===== src/rtl/tdm_pkg.sv =====
package tdm_pkg;
   localparam int TDM_NUM_SLOTS = 2;
   localparam int PIN_BCLK      = 0;
   localparam int PIN_FS        = 1;
   localparam int PIN_RXD       = 2;
   localparam int PIN_COUNT     = 3;
endpackage


===== src/rtl/tdm_pin_sync.sv =====
module tdm_pin_sync
   import tdm_pkg::*;
#(
   parameter int STAGES = 2
) (
   input  logic clk,
   input  logic rst_n,
   input  logic bclk,
   input  logic fsync,
   input  logic rxd,
   output logic bit_rise,
   output logic bit_fall,
   output logic fs_s,
   output logic rxd_s
);
   localparam int LAST = STAGES - 1;

   logic [PIN_COUNT-1:0] stg [STAGES];
   logic                 bclk_q;

   always_ff @(posedge clk) begin
      if (!rst_n) stg[0] <= '0;
      else        stg[0] <= {rxd, fsync, bclk};
   end

   for (genvar i = 1; i < STAGES; i++) begin : g_stage
      always_ff @(posedge clk) begin
         if (!rst_n) stg[i] <= '0;
         else        stg[i] <= stg[i-1];
      end
   end

   always_ff @(posedge clk) begin
      if (!rst_n) bclk_q <= 1'b0;
      else        bclk_q <= stg[LAST][PIN_BCLK];
   end

   assign bit_rise = stg[LAST][PIN_BCLK] & ~bclk_q;
   assign bit_fall = ~stg[LAST][PIN_BCLK] & bclk_q;
   assign fs_s     = stg[LAST][PIN_FS];
   assign rxd_s    = stg[LAST][PIN_RXD];
endmodule


===== src/rtl/tdm_rx_deser.sv =====
module tdm_rx_deser
   import tdm_pkg::*;
#(
   parameter int SLOT_W = 16,
   parameter int WORD_W = 24
) (
   input  logic              clk,
   input  logic              rst_n,
   input  logic              bit_fall,
   input  logic              fs_s,
   input  logic              rxd_s,
   input  logic              rx_ack,
   input  logic              clr_ovr,
   output logic [WORD_W-1:0] rx_left,
   output logic [WORD_W-1:0] rx_right,
   output logic              rx_valid,
   output logic              overrun,
   output logic              frame_start
);
   localparam int FRAME = TDM_NUM_SLOTS * SLOT_W;
   localparam int CW    = $clog2(FRAME);
   localparam int PAD   = WORD_W - SLOT_W;

   logic              armed;
   logic              pending;
   logic [CW-1:0]     cnt;
   logic [SLOT_W-1:0] sh;
   logic [SLOT_W-1:0] left_hold;
   logic [SLOT_W-1:0] sh_next;
   logic              last_bit;
   logic              mid_slot;
   logic              word_done;

   assign sh_next     = {sh[SLOT_W-2:0], rxd_s};
   assign last_bit    = (cnt == CW'(FRAME - 1));
   assign mid_slot    = (cnt == CW'(SLOT_W - 1));
   assign word_done   = bit_fall & armed & last_bit;
   assign frame_start = bit_fall & (fs_s | (armed & last_bit));

   always_ff @(posedge clk) begin
      if (!rst_n) begin
         armed     <= 1'b0;
         cnt       <= '0;
         sh        <= '0;
         left_hold <= '0;
         rx_left   <= '0;
         rx_right  <= '0;
         rx_valid  <= 1'b0;
         pending   <= 1'b0;
         overrun   <= 1'b0;
      end else begin
         rx_valid <= word_done;
         if (bit_fall) begin
            if (armed) begin
               sh <= sh_next;
               if (mid_slot) left_hold <= sh_next;
            end
            if (fs_s) begin
               cnt   <= '0;
               armed <= 1'b1;
            end else if (armed) begin
               cnt <= last_bit ? '0 : cnt + 1'b1;
            end
         end
         if (word_done) begin
            rx_left  <= WORD_W'(left_hold) << PAD;
            rx_right <= WORD_W'(sh_next) << PAD;
         end
         pending <= word_done | (pending & ~rx_ack);
         if (clr_ovr)                             overrun <= 1'b0;
         else if (word_done & pending & ~rx_ack)  overrun <= 1'b1;
      end
   end

   assert_valid_pulse_R5: assert property (@(posedge clk) disable iff (!rst_n)
      rx_valid |=> !rx_valid);
   assert_valid_after_sync_R10: assert property (@(posedge clk) disable iff (!rst_n)
      rx_valid |-> $past(armed));
   assert_ovr_sticky_R8: assert property (@(posedge clk) disable iff (!rst_n)
      (overrun && !clr_ovr) |=> overrun);
   assert_ovr_clear_R8: assert property (@(posedge clk) disable iff (!rst_n)
      clr_ovr |=> !overrun);
endmodule


===== src/rtl/tdm_tx_ser.sv =====
module tdm_tx_ser
   import tdm_pkg::*;
#(
   parameter int SLOT_W = 16
) (
   input  logic              clk,
   input  logic              rst_n,
   input  logic              bit_rise,
   input  logic              frame_start,
   input  logic [SLOT_W-1:0] slot_left,
   input  logic [SLOT_W-1:0] slot_right,
   input  logic              tx_write,
   input  logic              clr_unr,
   output logic              txd,
   output logic              underrun
);
   localparam int FRAME = TDM_NUM_SLOTS * SLOT_W;

   logic             pend;
   logic             fresh;
   logic             load;
   logic [FRAME-1:0] sh;
   logic [FRAME-1:0] frame_word;

   assign load       = bit_rise & pend;
   assign frame_word = {slot_left, slot_right};

   always_ff @(posedge clk) begin
      if (!rst_n) begin
         pend     <= 1'b0;
         fresh    <= 1'b0;
         sh       <= '0;
         txd      <= 1'b0;
         underrun <= 1'b0;
      end else begin
         if (frame_start)   pend <= 1'b1;
         else if (bit_rise) pend <= 1'b0;
         if (bit_rise) begin
            if (pend) begin
               txd <= frame_word[FRAME-1];
               sh  <= frame_word << 1;
            end else begin
               txd <= sh[FRAME-1];
               sh  <= sh << 1;
            end
         end
         fresh <= tx_write | (fresh & ~load);
         if (clr_unr)              underrun <= 1'b0;
         else if (load & ~fresh)   underrun <= 1'b1;
      end
   end

   assert_txd_on_rise_R3: assert property (@(posedge clk) disable iff (!rst_n)
      !$stable(txd) |-> $past(bit_rise));
   assert_unr_sticky_R9: assert property (@(posedge clk) disable iff (!rst_n)
      (underrun && !clr_unr) |=> underrun);
   assert_unr_clear_R9: assert property (@(posedge clk) disable iff (!rst_n)
      clr_unr |=> !underrun);
endmodule


===== src/rtl/tdm_audio_port.sv =====
module tdm_audio_port
   import tdm_pkg::*;
#(
   parameter int SLOT_W      = 16,
   parameter int WORD_W      = 24,
   parameter int SYNC_STAGES = 2
) (
   input  logic              clk,
   input  logic              rst_n,
   input  logic              bclk,
   input  logic              fsync,
   input  logic              rxd,
   output logic              txd,
   output logic [WORD_W-1:0] rx_left,
   output logic [WORD_W-1:0] rx_right,
   output logic              rx_valid,
   input  logic              rx_ack,
   input  logic [WORD_W-1:0] tx_left,
   input  logic [WORD_W-1:0] tx_right,
   input  logic              tx_write,
   output logic              overrun,
   output logic              underrun,
   input  logic              clr_ovr,
   input  logic              clr_unr
);
   if (WORD_W < SLOT_W) begin : g_bad_word
      $error("WORD_W must be at least SLOT_W");
   end
   if (SLOT_W < 2) begin : g_bad_slot
      $error("SLOT_W must be at least 2");
   end
   if (SYNC_STAGES < 2) begin : g_bad_sync
      $error("SYNC_STAGES must be at least 2");
   end

   logic bit_rise, bit_fall, fs_s, rxd_s, frame_start;

   tdm_pin_sync #(.STAGES(SYNC_STAGES)) u_sync (
      .clk(clk), .rst_n(rst_n), .bclk(bclk), .fsync(fsync), .rxd(rxd),
      .bit_rise(bit_rise), .bit_fall(bit_fall), .fs_s(fs_s), .rxd_s(rxd_s)
   );

   tdm_rx_deser #(.SLOT_W(SLOT_W), .WORD_W(WORD_W)) u_rx (
      .clk(clk), .rst_n(rst_n), .bit_fall(bit_fall), .fs_s(fs_s), .rxd_s(rxd_s),
      .rx_ack(rx_ack), .clr_ovr(clr_ovr), .rx_left(rx_left), .rx_right(rx_right),
      .rx_valid(rx_valid), .overrun(overrun), .frame_start(frame_start)
   );

   tdm_tx_ser #(.SLOT_W(SLOT_W)) u_tx (
      .clk(clk), .rst_n(rst_n), .bit_rise(bit_rise), .frame_start(frame_start),
      .slot_left(tx_left[WORD_W-1 -: SLOT_W]), .slot_right(tx_right[WORD_W-1 -: SLOT_W]),
      .tx_write(tx_write), .clr_unr(clr_unr), .txd(txd), .underrun(underrun)
   );
endmodule


===== config.mk =====
export PLATFORM = sky130hd
export DESIGN_NAME = tdm_audio_port
export DESIGN_NICKNAME = d
export VERILOG_FILES = /design/src/rtl/tdm_pkg.sv /design/src/rtl/tdm_pin_sync.sv /design/src/rtl/tdm_rx_deser.sv /design/src/rtl/tdm_tx_ser.sv /design/src/rtl/tdm_audio_port.sv
export SDC_FILE = /design/constraint.sdc
export NUM_CORES = 1
export LEC_CHECK = 0
export BUFFER_PORTS_ARGS = -buffer_cell sky130_fd_sc_hd__clkbuf_2
export CAP_MARGIN = 25
export CORE_AREA = 2 2 192 100
export CTS_BUF_LIST = sky130_fd_sc_hd__clkbuf_16
export DETAILED_ROUTE_END_ITERATION = 7
export DIE_AREA = 0 0 194 102
export SETUP_SLACK_MARGIN = 0.15
export SLEW_MARGIN = 20
export SYNTH_ARGS = -nofsm -noshare
export SYNTH_HDL_FRONTEND = slang
export SYNTH_SLANG_ARGS = --single-unit

===== constraint.sdc =====
create_clock -name clk -period 4.4 [get_ports clk]
set_input_delay 0.66 -clock clk [delete_from_list [all_inputs] [get_ports clk]]
set_output_delay 0.66 -clock clk [all_outputs]
set_load 0.01 [all_outputs]

==> flow_results.org, run 1 <==
** Die
- Total Die Area :: 0.01979 mm2
- The initialized floorplan defines 35 standard-cell rows.
- Standard cell core area :: 0.01804 mm2
- Measured along the x axis, the die boundary spans 194 um.
- Die boundary height :: 102 um
- The initial utilization of the core area, before any placement, comes to 0.2460.
- Top-level port count :: 109

** Place
- Input and output buffers added on the ports amount to 76.
- Number of cells in the design after placement :: 795
- Detailed placement HPWL :: about 7200 um
- GP Congestion :: between 0.7 and 0.8

** Cells and area
- Fill cells in the final layout number ~1900.
- Utilization after layout :: 0.3078
- In the final design database the tool counted 635 nets.
- Of the cells placed in the final design, the portion with a size suffix greater than 1 is 0.2007.
- Antenna diodes :: 0
- After the flow finishes, the layout carries non-filler instances totaling 828.
- The area growth from synthesis to layout is 25.15%.
- In the final layout, the multi-input gates occupy 0.001909 mm2.
- FF/Latch Area :: between 0.002 and 0.0025 mm2

** Job
- Max-Cap Viols :: 0

** Drt
- Dividing the detail-routed wire length by the instance count gives 12.99 um.
- Post-Route WL :: 10760 um
- Post-DRT Antenna Nets :: 0
- Remaining design rule violation count :: 0
- The first detailed-routing pass took 4 iterations.
- After detailed routing, the number of vias per cell comes to 4.257.
- The final route contains 3525 vias.
- For this block, the initial DRC count from the detailed router was 181.

** GRT
- GR Overflow Total :: 0
- The first global-routing pass estimated 17720 um of wire.
- Across every metal layer, demand over resource in global routing totals 0.1159.
- The number of antenna violations at the first check in global routing came to 0.
- Number of global-route vias before repair :: 3275
- Maximum number of pins on one net before global-route repair :: 101

** CTS
- Sinks on the clock net :: 114
- Hold repair after CTS inserted 0 buffers.
- Num CTS Buffers :: 17
- Buffer cell driving the clock tree root :: sky130_fd_sc_hd__clkbuf_16
- # resized after CTS :: 0
- Clock-pin slew was measured on the worst setup and hold paths at approximately 0.06 ns.
- No sink is reached through more buffers than the 2 on the longest clock path.
- Clock latency on the worst-skew pair, taken at its later pin, is 0.41 ns.
- The H-tree generated during clock tree synthesis spans 4 levels.
- CTS tree :: done
- Once the clock tree was built, the setup fixing pass inserted 0 buffers.

** Synthesis
- Of all cell types, the one taking the most synthesized area is sky130_fd_sc_hd__dfxtp_1.
- Register area share after synthesis :: 0.5142
- Synthesized area divided by synthesized cell count :: 8.634 um2
- Synthesis warning total :: 0
- Instance count of the mapped netlist :: around 510
- Ranked by total cell area, the synthesized netlist is headed by sky130_fd_sc_hd__dfxtp_1 (51%), sky130_fd_sc_hd__nand2_1 (11%), sky130_fd_sc_hd__a21oi_1 (8.0%).
- Post-synthesis sequential element count :: 114
- Of the post-synthesis cell area, the dominant cell type holds 0.5142.
- The synthesized netlist occupies a cell area of around 0.0044 mm2.
- Synthesis instantiated 35 different standard cells from the library.

** Outcome
- The run finished with clean final reports.

** Worst setup path
- Of all nets on the critical path, the largest fanout is 21.
- Setup Crit Path Kind :: register to register
- The worst setup path is captured at a register.
- At the worst endpoint, the required time is around 4.7 ns.
- Startpoint class of the critical path :: register
- WP data arrival :: 2.93 ns

** Pwr
- Power Dens Cells :: 455.7 mW/mm2
- For this design the static power due to leakage is ~2.0 nW.
- Clock power frac :: 0.545
- The share of total power dissipated in sequential elements is 0.419.
- Power comes to 2.531 mW.
- P_sw :: 636.2 uW
- Switching part of the total :: 0.2514
- VDD sags by at most 0.2625 mV.
- The share of total power dissipated in combinational logic is 0.035.
- Internal portion of total power :: 1.895 mW

** STA
- The tightest hold path in the finished design has a slack of 0.4035 ns.
- Setup violations remaining at the end of the flow were counted as 0.
- Adding up every negative setup slack in the final design gives 0 ns.
- Final-report max-slew violation count :: 0
- The clock arrives with a little over 0.008 ns of skew.
- The worst pin sits at a relative slew slack of 0.4662.
- For the pin with the worst max-slew slack, the measured transition is approximately 0.80 ns.
- For this run, the top clock speed supported by timing is 385.0 MHz.
- The routed design could run at a clock period as short as 2.598 ns.
- Of the available clock period, the critical path in the final layout requires 0.5903.
- The final-report hold violation count is 0.
- Setup repair after global routing left no endpoint under its margin.

** Min path
- The tightest min-delay check is of the input port to register type.
==> power by group through the flow <==
stage / sequential, mW / clock, mW / combinational (mW)
floorplan: 1.08 / 0 / 0.0708
finish: 1.06 / 1.38 / 0.0894
global route: 1.06 / 1.48 / 0.101
CTS: 1.06 / 1.43 / 0.0875
detailed placement: 1.08 / 0 / 0.0870
global placement: 1.08 / 0 / 0.0856
==> cell families after synthesis <==
logic type / count (synthesis) / share of synthesized area
multiplexers: 31 / 0.06992
AO/OA/AOI/OAI: 112 / 0.1474
buffers and inverters: 58 / 0.06992
flip-flops: 114 / 0.5142
adder cells (fa/ha/maj): 3 / 0.008459
AND/OR/NAND/NOR: 195 / 0.1892
other: 1 / 0.0008450
==> through the flow <==
step | cell area, um2 | setup WS [ns]
after CTS | 5527 | 1.811
after detailed placement | 4936 | 1.865
after global placement | 4916 | 1.877
after global routing | 5554 | 1.528
final | 5554 | 1.802
after floorplan | 4494 | 2.580
==> per-layer routing <==
layer  track usage  share of wire  up-vias
li1              -              -     1831
met1        0.1721           0.55     1604
met2        0.1506           0.39       76
met3       0.04224          0.048       14
met4       0.03846          0.010        0
met5             0              0        -
==> critical path, cell delays in order (launching register included) <==
cell,delay (ns)
sky130_fd_sc_hd__dfxtp_1,0.38
sky130_fd_sc_hd__ha_1,0.22
sky130_fd_sc_hd__and3_1,0.20
sky130_fd_sc_hd__ha_1,0.23
sky130_fd_sc_hd__nand4b_1,0.65
sky130_fd_sc_hd__buf_4,0.49
sky130_fd_sc_hd__o21ba_1,0.21
sky130_fd_sc_hd__nor3_1,0.13
==> registers in the layout, indices dropped and copies added, names as in the netlist <==
name,count
u_tx.underrun,1
u_rx.rx_right,16
u_rx.pending,1
u_rx.rx_left,16
u_rx.rx_valid,1
u_sync.stg,6
u_tx.txd,1
u_rx.left_hold,16
u_rx.sh,15
u_tx.fresh,1
u_tx.pend,1
u_tx.sh,31
u_rx.cnt,5
u_rx.overrun,1
u_sync.bclk_q,1
u_rx.armed,1
==> Yosys cell counts <==
master and count:
sky130_fd_sc_hd__a211oi_1 31, sky130_fd_sc_hd__a21oi_1 71, sky130_fd_sc_hd__a31oi_1 2, sky130_fd_sc_hd__and2_1 7, sky130_fd_sc_hd__and3_1 1, sky130_fd_sc_hd__and3b_1 2
sky130_fd_sc_hd__and4b_1 2, sky130_fd_sc_hd__buf_2 20, sky130_fd_sc_hd__buf_4 16, sky130_fd_sc_hd__buf_6 1, sky130_fd_sc_hd__clkbuf_1 18, sky130_fd_sc_hd__conb_1 1
sky130_fd_sc_hd__dfxtp_1 114, sky130_fd_sc_hd__ha_1 3, sky130_fd_sc_hd__inv_1 2, sky130_fd_sc_hd__inv_2 1, sky130_fd_sc_hd__mux2i_1 31, sky130_fd_sc_hd__nand2_1 127
sky130_fd_sc_hd__nand2b_1 4, sky130_fd_sc_hd__nand3_1 2, sky130_fd_sc_hd__nand3b_1 1, sky130_fd_sc_hd__nand3b_4 1, sky130_fd_sc_hd__nand4_1 1, sky130_fd_sc_hd__nand4b_1 2
sky130_fd_sc_hd__nor2_1 36, sky130_fd_sc_hd__nor2b_1 1, sky130_fd_sc_hd__nor3_1 3, sky130_fd_sc_hd__nor4_1 1, sky130_fd_sc_hd__o21a_1 2, sky130_fd_sc_hd__o21ai_0 4
sky130_fd_sc_hd__o21ba_1 1, sky130_fd_sc_hd__o31a_1 1, sky130_fd_sc_hd__or2_1 1, sky130_fd_sc_hd__or3_1 2, sky130_fd_sc_hd__or4_1 1
==> cell type report <==
cell class,instances,share of cell area
well taps,240,0.05407
clock buffers,17,0.07659
clock inverters,15,0.02974
flip-flops and latches,114,0.4111
inverters,3,0.002253
repair buffers,82,0.08245
multi-input cells,357,0.3438
==> cells in the final DEF (no fill, tap or decap), types with 6 or more instances in the layout <==
cell	netlist	routed
sky130_fd_sc_hd__dfxtp_1	114	113
sky130_fd_sc_hd__clkbuf_2	0	76
sky130_fd_sc_hd__conb_1	1	16
sky130_fd_sc_hd__and2_1	7	7
sky130_fd_sc_hd__a21oi_1	71	71
sky130_fd_sc_hd__clkbuf_16	0	17
sky130_fd_sc_hd__nor2_1	36	36
sky130_fd_sc_hd__mux2i_1	31	31
sky130_fd_sc_hd__a211oi_1	31	31
sky130_fd_sc_hd__nand2_1	127	127
sky130_fd_sc_hd__inv_8	0	6
==> worst paths after layout <==
kind              depth (start not counted)  slack [ns]             start               end
setup / recovery                          7        1.80       u_rx.cnt[0]      u_rx.overrun
hold / removal                            2        0.40           clr_unr     u_tx.underrun
setup reg to reg                          7        1.80       u_rx.cnt[0]      u_rx.overrun
hold reg to reg                           1        0.44  u_sync.stg[0][0]  u_sync.stg[1][0]
Note: power is estimated with default switching activity, not from simulation.
==> run 2, diff against run 1 <==
- clock period: 4.4 -> 2.2 ns (I/O delays scaled with it)
==> run 2 against run 1 <==
Core utilization rose by 0.49 points. Worst hold slack worse by 0.33 ns. Largest power group unchanged. Total power up 110%. Design area grew 1.6%. Critical endpoint is now u_rx.cnt[3]. Global-route usage barely moved. Via count is 0.14% higher. Wire length grew 1.5%. Clock power up 110%. Sequential cell count stayed put. First-iteration DRC count increased by 4.4%. Die area unchanged.
==> flow_results.org, run 2 (synthesized netlist as in run 1, its figures left out) <==
** Pwr
- Total power draw :: 5.237 mW (was 2.531 mW)
- Power Dens Cells :: 928.1 mW/mm2 (was 455.7 mW/mm2)
- Leakage Power :: 2.056 nW (was 2.006 nW)
- The highest ir drop seen on vdd was 0.5393 mV (was 0.2625 mV).

** Die
- The x dimension of the die came to 194 um (unchanged).
- Starting density of the core :: 0.2460 (unchanged)
- Die boundary height :: 102 um (unchanged)
- The area of the core was 0.01804 mm2 (unchanged).
- The number of rows in the core area is 35 (unchanged).
- Top-level port count :: 109 (unchanged)
- Total Die Area :: 0.01979 mm2 (unchanged)

** Worst setup path
- Worst EP required :: 2.54 ns (was 4.73 ns)
- Largest delay share family, worst path :: simple AND/OR/NAND/NOR gates (unchanged)
- The type of element capturing the critical path was a register (unchanged).
- The startpoint class of the critical path is a register (unchanged).
- The peak fanout along the critical path is 5 (was 21).
- The highest-delay cell along the critical path is sky130_fd_sc_hd__or4_1 (was sky130_fd_sc_hd__nand4b_1).
- Register-to-register path setup slack :: 0.28 ns (was 1.80 ns)
- WP data arrival :: 2.26 ns (was 2.93 ns)
- Setup Crit Path Kind :: register to register (unchanged)
- The total buffers and inverters traversed by the critical path is 0 (was 1).
- The delay contributed by the slowest stage of the critical path was 0.47 ns (was 0.65 ns).
- Worst path cell trace :: ha_1, and3_1, ha_2, or2_1, or4_1, a31oi_1 (was ha_1, and3_1, ha_1, nand4b_1, buf_4, o21ba_1, nor3_1)

** Outcome
- Result of the run :: completed (unchanged)

** Cells and area
- Most frequent standard cell in the layout excluding fill and tap cells :: sky130_fd_sc_hd__nand2_1 (unchanged)
- Largest register FFs :: 31 (unchanged)
- The area of all placed cells without fillers came to 0.005643 mm2 (was 0.005554 mm2).
- The layout-stage area growth over the synthesis result came to 27.15% (was 25.15%).
- The fraction of layout instances using a drive strength above 1 came to 0.2091 (was 0.2007).
- Commonest cells after routing, fill and taps aside :: sky130_fd_sc_hd__nand2_1 (127), sky130_fd_sc_hd__dfxtp_1 (113), sky130_fd_sc_hd__clkbuf_2 (76) (unchanged)
- The count of antenna diodes in the layout came to 0 (unchanged).
- Most flops, register :: u_tx.sh (unchanged)
- The net total in the final layout is 640 (was 635).
- Filler Cell Count :: 1937 (was 1929)

** GRT
- The number of antenna violations at the first check in global routing is 0 (unchanged).
- The global-route usage over all layers was 0.1162 (was 0.1159).
- The wire length of the first global-routing pass is 17910 um (was 17720 um).
- Number of global-route vias before repair :: 3401 (was 3275)
- Maximum number of pins on one net before global-route repair :: 82 (was 101)
- The leftover overflow at the end of global routing came to 0 (unchanged).

** STA
- The peak clock frequency supported by timing is 520.7 MHz (was 385.0 MHz).
- The final worst clock skew was 0.01217 ns (was 0.008252 ns).
- Unrepaired setup endpoints after global routing :: no (unchanged)
- Number of hold violations in the final report :: 0 (unchanged)
- The share of the clock period used by the worst path was 0.8729 (was 0.5903).
- The headroom to the max-slew limit is 0.6604 (was 0.4662).
- The final-report setup violation count came to 0 (unchanged).
- The accumulated negative setup slack came to 0 ns (unchanged).
- The shortest period the worst path allows came to 1.920 ns (was 2.598 ns).
- Final worst slack :: 0.2796 ns (was 1.802 ns)
- Pin slew with the least headroom to its limit :: 0.5094 ns (was 0.7965 ns)
- Final-report max-slew violation count :: 0 (unchanged)

** Drt
- The via density per instance came to 4.238 (was 4.257).
- The total vias in the final route is 3530 (was 3525).
- Remaining design rule violation count :: 0 (unchanged)
- Detailed Routing Iterations Pass 1 :: 5 (was 4)
- Post-DRT Antenna Nets :: 0 (unchanged)
- Post-Route WL :: 10920 um (was 10760 um)
- Detailed Route Iter0 Violations :: 189 (was 181)
- Average wire per standard cell :: 13.11 um (was 12.99 um)

** CTS
- The CTS clock-pin slew for the worst setup and hold paths came to 0.06 ns (about the same).
- CTS tree :: done (unchanged)
- The source-to-sink clock delay at the later pin of the worst-skew pair came to 0.42 ns (was 0.41 ns).
- The H-tree depth reported by CTS is 4 (unchanged).
- The number of hold-repair buffers added at the cts stage came to 0 (unchanged).
- The total clock sinks was 114 (unchanged).
- The number of buffers added by the clock tree synthesis step came to 17 (unchanged).
- Buffer cell driving the clock tree root :: sky130_fd_sc_hd__clkbuf_16 (unchanged)
- The setup fix buffers added after clock tree synthesis was 0 (unchanged).
- Worst-case clock buffer depth :: 2 (unchanged)
- The total of cells resized after clock tree synthesis was 0 (unchanged).

** Job
- The max-capacitance violation count came to 0 (unchanged).

** Place
- The final weighted congestion of routability-driven global placement came to 0.7063 (was 0.7307).
- Pre-CTS worst setup slack :: 0.2612 ns (was 1.865 ns)
- The number of I/O port buffers was 76 (unchanged).
- Detailed placement HPWL :: 7261 um (was 7243 um)
- The area of placed instances came to 0.005019 mm2 (was 0.004936 mm2).

** Min path
- Path category of the worst min-delay check :: input port to register (unchanged)
run 2: layout make-up:
class | count | area [um2] | share of cell area
sequential | 114 | 2283 | 0.4047
multi-input combinational | 357 | 1912 | 0.3388
timing repair buffer | 87 | 513.0 | 0.09091
clock buffer | 17 | 425.4 | 0.07539
tap | 240 | 300.3 | 0.05322
clock inverter | 15 | 196.4 | 0.03481
inverter | 3 | 12.51 | 0.002217
run 2: metrics by stage:
step	cells	hold slack, ns	utilization
after floorplan	529	0.4062	-
after global placement	801	0.4206	0.2782
after detailed placement	801	0.4226	0.2782
after CTS	833	0.05900	0.3126
after global routing	833	0.06509	0.3128
final	833	0.07770	0.3128
run 2: path summary, 6_finish.rpt:
kind                                          to  cells past startpoint             start
worst max-delay path                 u_rx.cnt[3]                      6       u_rx.cnt[0]
worst min-delay path               u_tx.underrun                      2           clr_unr
worst max register to register       u_rx.cnt[3]                      6       u_rx.cnt[0]
worst min register to register  u_sync.stg[1][1]                      1  u_sync.stg[0][1]
run 2: where the power goes:
| group | switching, mW | leakage [nW] | internal, mW |
|---|---|---|---|
| Combinational | 0.104 | 0.825 | 0.0754 |
| Clock | 1.12 | 0.307 | 1.82 |
| Sequential | 0.0220 | 0.924 | 2.10 |
run 2: worst register-to-register path: cells and delay by family, from the launching register on:
kind | cells | cell delay, ns
flops | 1 | 0.33
compound gates | 1 | 0.17
fa+ha+maj | 2 | 0.43
simple gates | 3 | 0.91
run 2: routing by layer:
layer | part of all wire | vias up | track usage
li1 | - | 1845 | -
met1 | 0.55 | 1597 | 0.1706
met2 | 0.39 | 75 | 0.1525
met3 | 0.053 | 13 | 0.04488
met4 | 0.0090 | 0 | 0.03671
met5 | 0 | - | 0
